File: src/rtl/dcc_pkg.sv
package dcc_pkg;
   typedef enum logic [2:0] {
      CYC_READ   = 3'd0,
      CYC_EWRITE = 3'd1,
      CYC_DWRITE = 3'd2,
      CYC_ROR    = 3'd3,
      CYC_CBR    = 3'd4,
      CYC_HIDDEN = 3'd5,
      CYC_TEST   = 3'd6,
      CYC_SELF   = 3'd7
   } cyc_t;

   typedef enum logic [1:0] {
      K_IDLE   = 2'd0,
      K_ACCESS = 2'd1,
      K_INTREF = 2'd2
   } kind_t;
endpackage

File: src/rtl/dcc_sync.sv
module dcc_sync #(
   parameter int W = 1,
   parameter int STAGES = 2,
   parameter logic [W-1:0] RST_VAL = '0
) (
   input  logic         clk,
   input  logic         rst_n,
   input  logic [W-1:0] din,
   output logic [W-1:0] dout
);
   logic [W-1:0] chain [STAGES];

   for (genvar g = 0; g < STAGES; g++) begin : g_stage
      if (g == 0) begin : g_first
         always_ff @(posedge clk or negedge rst_n)
            if (!rst_n) chain[g] <= RST_VAL;
            else        chain[g] <= din;
      end else begin : g_next
         always_ff @(posedge clk or negedge rst_n)
            if (!rst_n) chain[g] <= RST_VAL;
            else        chain[g] <= chain[g-1];
      end
   end

   assign dout = chain[STAGES-1];
endmodule

File: src/rtl/dcc_refresh_ctr.sv
module dcc_refresh_ctr #(
   parameter int ROWS = 4096,
   localparam int RW = $clog2(ROWS)
) (
   input  logic          clk,
   input  logic          rst_n,
   input  logic          inc,
   output logic [RW-1:0] ctr
);
   localparam bit POW2 = ((ROWS & (ROWS - 1)) == 0);

   if (POW2) begin : g_natural_wrap
      always_ff @(posedge clk or negedge rst_n)
         if (!rst_n)   ctr <= '0;
         else if (inc) ctr <= ctr + RW'(1);
   end else begin : g_compare_wrap
      always_ff @(posedge clk or negedge rst_n)
         if (!rst_n)   ctr <= '0;
         else if (inc) ctr <= (ctr == RW'(ROWS - 1)) ? '0 : ctr + RW'(1);
   end
endmodule

File: src/rtl/dcc_seq.sv
module dcc_seq
   import dcc_pkg::*;
#(
   parameter int ADDR_W = 12,
   parameter int RW = 12,
   parameter int SREF_CYCLES = 5000,
   localparam int SW = $clog2(SREF_CYCLES)
) (
   input  logic              clk,
   input  logic              rst_n,
   input  logic              ras_q,
   input  logic              cas_q,
   input  logic              we_q,
   input  logic [ADDR_W-1:0] addr_q,
   input  logic [RW-1:0]     ctr,
   output logic              ctr_inc,
   output logic              cyc_valid,
   output cyc_t              cyc_type,
   output logic              row_latch,
   output logic [ADDR_W-1:0] row_addr,
   output logic              col_latch,
   output logic              data_latch,
   output logic              q_oe,
   output logic              test_mode,
   output logic              self_refresh
);
   logic ras_d, cas_d, we_d;
   kind_t kind_q;
   cyc_t ref_type, acc_type;
   logic acc_seen, hidden_arm;
   logic [SW-1:0] sref_cnt;

   wire ras_fall = ras_d & ~ras_q;
   wire ras_rise = ~ras_d & ras_q;
   wire cas_fall = cas_d & ~cas_q;
   wire cas_rise = ~cas_d & cas_q;
   wire we_fall  = we_d & ~we_q;
   wire sref_ok  = (kind_q == K_INTREF) && (ref_type == CYC_CBR || ref_type == CYC_TEST);

   assign ctr_inc = ras_rise && (kind_q == K_INTREF);

   always_ff @(posedge clk or negedge rst_n) begin
      if (!rst_n) begin
         ras_d <= 1'b1; cas_d <= 1'b1; we_d <= 1'b1;
         kind_q <= K_IDLE; ref_type <= CYC_CBR; acc_type <= CYC_ROR;
         acc_seen <= 1'b0; hidden_arm <= 1'b0; sref_cnt <= '0;
         cyc_valid <= 1'b0; cyc_type <= CYC_READ;
         row_latch <= 1'b0; row_addr <= '0; col_latch <= 1'b0; data_latch <= 1'b0;
         q_oe <= 1'b0; test_mode <= 1'b0; self_refresh <= 1'b0;
      end else begin
         ras_d <= ras_q; cas_d <= cas_q; we_d <= we_q;
         cyc_valid <= 1'b0; row_latch <= 1'b0; col_latch <= 1'b0; data_latch <= 1'b0;

         if (cas_rise)
            q_oe <= 1'b0;
         else if (cas_fall && !ras_q && kind_q == K_ACCESS && we_q)
            q_oe <= 1'b1;

         if (cas_q) hidden_arm <= 1'b0;
         if (ras_q && cas_q) self_refresh <= 1'b0;

         if (ras_fall) begin
            row_latch <= 1'b1;
            sref_cnt  <= '0;
            if (!cas_q) begin
               kind_q   <= K_INTREF;
               row_addr <= ADDR_W'(ctr);
               ref_type <= hidden_arm ? CYC_HIDDEN : (we_q ? CYC_CBR : CYC_TEST);
            end else begin
               kind_q   <= K_ACCESS;
               row_addr <= addr_q;
               acc_seen <= 1'b0;
               acc_type <= CYC_ROR;
            end
         end else if (ras_rise) begin
            kind_q <= K_IDLE;
            if (kind_q == K_INTREF) begin
               if (!self_refresh) begin
                  cyc_valid <= 1'b1;
                  cyc_type  <= ref_type;
               end
               if (ref_type == CYC_TEST)     test_mode <= 1'b1;
               else if (ref_type == CYC_CBR) test_mode <= 1'b0;
            end else if (kind_q == K_ACCESS) begin
               cyc_valid <= 1'b1;
               cyc_type  <= acc_type;
               if (acc_type == CYC_ROR) test_mode <= 1'b0;
               if (acc_type == CYC_READ && !cas_q) hidden_arm <= 1'b1;
            end
         end else if (!ras_q) begin
            if (kind_q == K_ACCESS) begin
               if (cas_fall) begin
                  col_latch <= 1'b1;
                  if (!we_q) data_latch <= 1'b1;
                  if (!acc_seen) begin
                     acc_seen <= 1'b1;
                     acc_type <= we_q ? CYC_READ : CYC_EWRITE;
                  end
               end else if (we_fall && !cas_q && acc_seen) begin
                  data_latch <= 1'b1;
                  if (acc_type == CYC_READ) acc_type <= CYC_DWRITE;
               end
            end else if (sref_ok && !cas_q && !self_refresh) begin
               if (sref_cnt == SW'(SREF_CYCLES - 1)) begin
                  self_refresh <= 1'b1;
                  cyc_valid    <= 1'b1;
                  cyc_type     <= CYC_SELF;
               end else begin
                  sref_cnt <= sref_cnt + SW'(1);
               end
            end
         end
      end
   end
endmodule

File: src/rtl/dram_cycle_classifier.sv
module dram_cycle_classifier
   import dcc_pkg::*;
#(
   parameter int ADDR_W = 12,
   parameter int ROWS = 4096,
   parameter int SYNC_STAGES = 2,
   parameter int SREF_CYCLES = 5000,
   localparam int RW = $clog2(ROWS)
) (
   input  logic              clk,
   input  logic              rst_n,
   input  logic              ras_n,
   input  logic              cas_n,
   input  logic              we_n,
   input  logic [ADDR_W-1:0] addr,
   output logic              cyc_valid,
   output logic [2:0]        cyc_type,
   output logic              row_latch,
   output logic [ADDR_W-1:0] row_addr,
   output logic              col_latch,
   output logic              data_latch,
   output logic              q_oe,
   output logic              test_mode,
   output logic              self_refresh
);
   if (SYNC_STAGES < 2) begin : g_bad_sync
      $error("SYNC_STAGES must be at least 2");
   end
   if (RW > ADDR_W) begin : g_bad_rows
      $error("ROWS exceeds the address range");
   end
   if (SREF_CYCLES < 2) begin : g_bad_sref
      $error("SREF_CYCLES must be at least 2");
   end

   logic [2:0]        strobe_s;
   logic [ADDR_W-1:0] addr_s;
   logic              ras_s, cas_s, we_s;
   logic [RW-1:0]     refresh_ctr;
   logic              ctr_inc;
   cyc_t              type_q;

   dcc_sync #(.W(3), .STAGES(SYNC_STAGES), .RST_VAL(3'b111)) u_sync_strobe (
      .clk(clk), .rst_n(rst_n), .din({ras_n, cas_n, we_n}), .dout(strobe_s));

   dcc_sync #(.W(ADDR_W), .STAGES(SYNC_STAGES), .RST_VAL('0)) u_sync_addr (
      .clk(clk), .rst_n(rst_n), .din(addr), .dout(addr_s));

   assign ras_s = strobe_s[2];
   assign cas_s = strobe_s[1];
   assign we_s  = strobe_s[0];

   dcc_refresh_ctr #(.ROWS(ROWS)) u_ctr (
      .clk(clk), .rst_n(rst_n), .inc(ctr_inc), .ctr(refresh_ctr));

   dcc_seq #(.ADDR_W(ADDR_W), .RW(RW), .SREF_CYCLES(SREF_CYCLES)) u_seq (
      .clk(clk), .rst_n(rst_n),
      .ras_q(ras_s), .cas_q(cas_s), .we_q(we_s), .addr_q(addr_s),
      .ctr(refresh_ctr), .ctr_inc(ctr_inc),
      .cyc_valid(cyc_valid), .cyc_type(type_q),
      .row_latch(row_latch), .row_addr(row_addr),
      .col_latch(col_latch), .data_latch(data_latch),
      .q_oe(q_oe), .test_mode(test_mode), .self_refresh(self_refresh));

   assign cyc_type = type_q;
endmodule

File: config.mk
export PLATFORM = sky130hd
export DESIGN_NAME = dram_cycle_classifier
export DESIGN_NICKNAME = d
export VERILOG_FILES = /design/src/rtl/dcc_pkg.sv /design/src/rtl/dcc_sync.sv /design/src/rtl/dcc_refresh_ctr.sv /design/src/rtl/dcc_seq.sv /design/src/rtl/dram_cycle_classifier.sv
export SDC_FILE = /design/constraint.sdc
export NUM_CORES = 1
export LEC_CHECK = 0
export BUFFER_PORTS_ARGS = -buffer_cell sky130_fd_sc_hd__buf_4
export CORE_MARGIN = 8
export CORE_UTILIZATION = 63
export CTS_CLUSTER_DIAMETER = 100
export CTS_CLUSTER_SIZE = 14
export DETAILED_ROUTE_END_ITERATION = 12
export PLACE_DENSITY = 0.84
export SYNTH_ARGS = -nofsm -noshare
export SYNTH_HDL_FRONTEND = slang
export SYNTH_HIERARCHICAL = 1
export SYNTH_SLANG_ARGS = --single-unit
File: constraint.sdc
create_clock -name clk -period 4.7 [get_ports clk]
set_input_delay 0.47 -clock clk [delete_from_list [all_inputs] [get_ports clk]]
set_output_delay 0.47 -clock clk [all_outputs]
set_load 0.02 [all_outputs]
==> results.cfg <==
[status]
status = completed

[yosys]
synthArstFlopShare_pct = 100
ys_warn_count = 6
ys_ff_latch = 88
synth_top_area_share_pct = 50.3
synth_area_leaders = dfrtp_1 50%, dfstp_2 7.5%, mux2i_1 3.7%, buf_4 3.1%, a21oi_1 2.7%
synth_largest_area_cell = dfrtp_1
synth-edff-count = 0
syn_nets = 359
ys.flop_type = dfrtp_1
ys_seq_area_share_pct = 57.8
synth_cells = 334
syn-mean-instance-area_um2 = 11.5
netlist_area_um2 = 3830
synth_cell_types = 54

[critical_path]
slowest_delay_ns = 0.48
cp_cell_sequence = inv_1 -> ha_1 -> buf_4 -> clkinv_1 -> o21a_1 -> a221oi_1 -> mux2_2
critPathKind = reg2reg
arrival_ns = 2.87
cp.required_ns = 4.99
startpoint_type = register
slowest_stage = a221oi_1
path_buf_inv = 3
end_kind = register
cpLargestDelayFamily = buffers and inverters
crit_fanout = 39

[route]
dr.first_iter.drc_count = 174
drtAntennaViolNets = 0
drc = 0
vias = 2674
wl_mm = 7.16
vias_per_cell = 6.12
drt_pass1_iterations = 5
wl_per_cell_um = 16.4

[power_and_ir_drop]
combPwrFrac_pct = 12.6
powerDensity_nw_per_um2 = 382
vdd_drop_max_mv = 0.353
pwr-share-clk_pct = 32.7
pwr-share-seq_pct = 54.7
leakage_nw = 1.93
switchingPower_mw = 0.455
switching_share_pct = 27.9
p_int_mw = 1.17

[floorplanning]
core-area_um2 = 5890
initial_core_util_pct = 65.1
die_x_um = 94.0
die_y_um = 94.0
ios = 39
num_rows = 28
die_area_um2 = 8830

[sta]
skew_ns = 0.00671
relSlewSlack_pct = 31.5
hold_violations = 0
max_freq_mhz = 387
setup_viol = 0
period_share_pct = 54.9
report.final.slew_viol_count = 0
finalSetupTns_ns = 0
fin_crit_ns = 2.58
rsz0062_at_grt = no
tightestPinTransition_ns = 1.03

[hold_path]
min_path_type = in2reg

[placement]
io_buffers = 38
hpwlAfterDp_mm = 4.74
gp_congestion = 0.931

[global_route]
grt_pass1_wl_mm = 11.9
grt_pass1_vias = 2534
track_usage_pct = 17.3
grt_overflow = 0
grt_antenna_before_repair = 0
grt_max_degree = 89

[cells_and_area]
nFillCells = 440
drive_above_1_share_pct = 20.4
nets = 382
synthToLayoutAreaGrowth_pct = 11.2
utilization_pct = 72.4
insertedDiodeCount = 0

[clock_network]
cts_max_path_buffers = 2
root_buffer = clkbuf_8
cts_resized = 0
h-tree-depth = 3
cts.clk_slew.worst_paths_ns = 0.09
clkSinkCount = 88
clkLatencyLatePin_ns = 0.35
numCtsBuffers = 9
hold_buffers = 0
cts_tree = yes
postCtsSetupRepairBufs = 0

[run]
drv_cap = 0
[power by group through the flow]
stage                     combinational [mW]  clock [mW]  sequential, mW
final                                  0.206       0.533           0.890
after CTS                              0.208       0.549           0.889
after global routing                   0.230       0.581           0.897
after detailed placement               0.206           0           0.902
after global placement                 0.199           0           0.900
after floorplan                        0.108           0           0.911
[registers in the layout, indices dropped and copies added (netlist names)]
register and count:
u_seq/sref_cnt 13, u_ctr/ctr 12, u_seq/row_addr 12, u_sync_addr/chain 12, u_sync_addr/dout 12, u_seq/cyc_type 3
u_sync_strobe/chain 3, u_sync_strobe/dout 3, u_seq/acc_type 2, u_seq/kind_q 2, u_seq/ref_type 2, u_seq/acc_seen 1
u_seq/cas_d 1, u_seq/col_latch 1, u_seq/cyc_valid 1, u_seq/data_latch 1, u_seq/hidden_arm 1, u_seq/q_oe 1
u_seq/ras_d 1, u_seq/row_latch 1, u_seq/self_refresh 1, u_seq/test_mode 1, u_seq/we_d 1
[routing by layer]
layer | track usage, % | part of all wire, % | vias to the layer above
met2 | 29.1 | 52 | 104
met3 | 6.31 | 6.6 | 11
met4 | 4.23 | 0.96 | 0
met1 | 20.4 | 41 | 1316
met5 | 0 | 0 | -
li1 | - | - | 1243
[path summary, 6_finish.rpt]
path	startpoint	end	slack [ns]	depth (start not counted)
worst max register to register	u_sync_strobe/dout[2]	u_seq/acc_type[0]	2.12	7
worst min register to register	u_sync_addr/chain[12]	u_sync_addr/dout[0]	0.35	0
min in group asynchronous	rst_n	u_seq/cyc_type[1]	0.29	1
worst min-delay path	addr[1]	u_sync_addr/chain[13]	0.21	1
worst max-delay path	u_sync_strobe/dout[2]	u_seq/acc_type[0]	2.12	7
max in group asynchronous	rst_n	u_seq/row_addr[3]	3.76	1
[cell type report]
cell class,count,area (µm²),share of cell area (%)
well taps,75,93.8,2.20
clock inverters,7,83.8,1.97
inverters,13,48.8,1.15
clock buffers,9,124,2.91
repair buffers,39,293,6.87
flip-flops and latches,88,2220,52.0
multi-input cells,206,1400,32.9
[through the flow]
step	hold slack (ns)	cells	cell area (µm²)	power (mW)	setup WS [ns]
4_1_cts	0.197	437	4260	1.65	2.20
2_1_floorplan	0.174	334	3830	1.02	2.41
6_report	0.214	437	4260	1.63	2.12
3_5_place_dp	0.335	421	4050	1.11	2.21
5_1_grt	0.187	437	4260	1.71	2.02
3_3_place_gp	0.331	421	4050	1.10	2.31
[placed cells by master (no fill, tap or decap), types with 3 or more instances in the layout]
cell | netlist | final
o31ai_1 | 7 | 7
nor3_1 | 12 | 12
o311ai_0 | 3 | 3
clkbuf_8 | 0 | 9
buf_4 | 16 | 39
dfrtp_1 | 77 | 77
nand2b_1 | 5 | 5
mux2_2 | 3 | 3
nor2_1 | 24 | 24
xnor2_1 | 5 | 5
nand4_1 | 11 | 11
mux2i_1 | 14 | 14
ha_1 | 8 | 8
and3_1 | 4 | 4
a21oi_1 | 21 | 21
o21ai_0 | 6 | 6
inv_6 | 0 | 4
nand3_1 | 9 | 9
dfstp_2 | 11 | 11
or3_1 | 4 | 4
nor4b_1 | 4 | 4
and4_1 | 3 | 3
xor2_1 | 6 | 6
or4_1 | 5 | 5
inv_1 | 12 | 12
nand2_1 | 18 | 18
nor4_1 | 3 | 3
[cells by family (layout without fill, tap and decap cells)]
group	Yosys count	after routing	synth area share [%]
AND/OR/NAND/NOR	112	112	16.7
adder cells (fa/ha/maj)	8	8	2.61
flip-flops	88	88	57.8
AO/OA/AOI/OAI	58	58	10.3
multiplexers	17	17	4.54
XOR/XNOR	11	11	2.51
buffers and inverters	40	68	5.55
[synthesized netlist by cell type (all sizes together), types with 6 or more instances]
cell,n
dfrtp,77
xor2,6
buf,21
nand2,18
o31ai,7
inv,12
clkbuf,6
o21ai,6
mux2i,14
a21oi,21
nor3,12
dfstp,11
nand3,9
nand4,12
nor2,24
ha,8
Note: power is estimated with default switching activity, not from simulation.
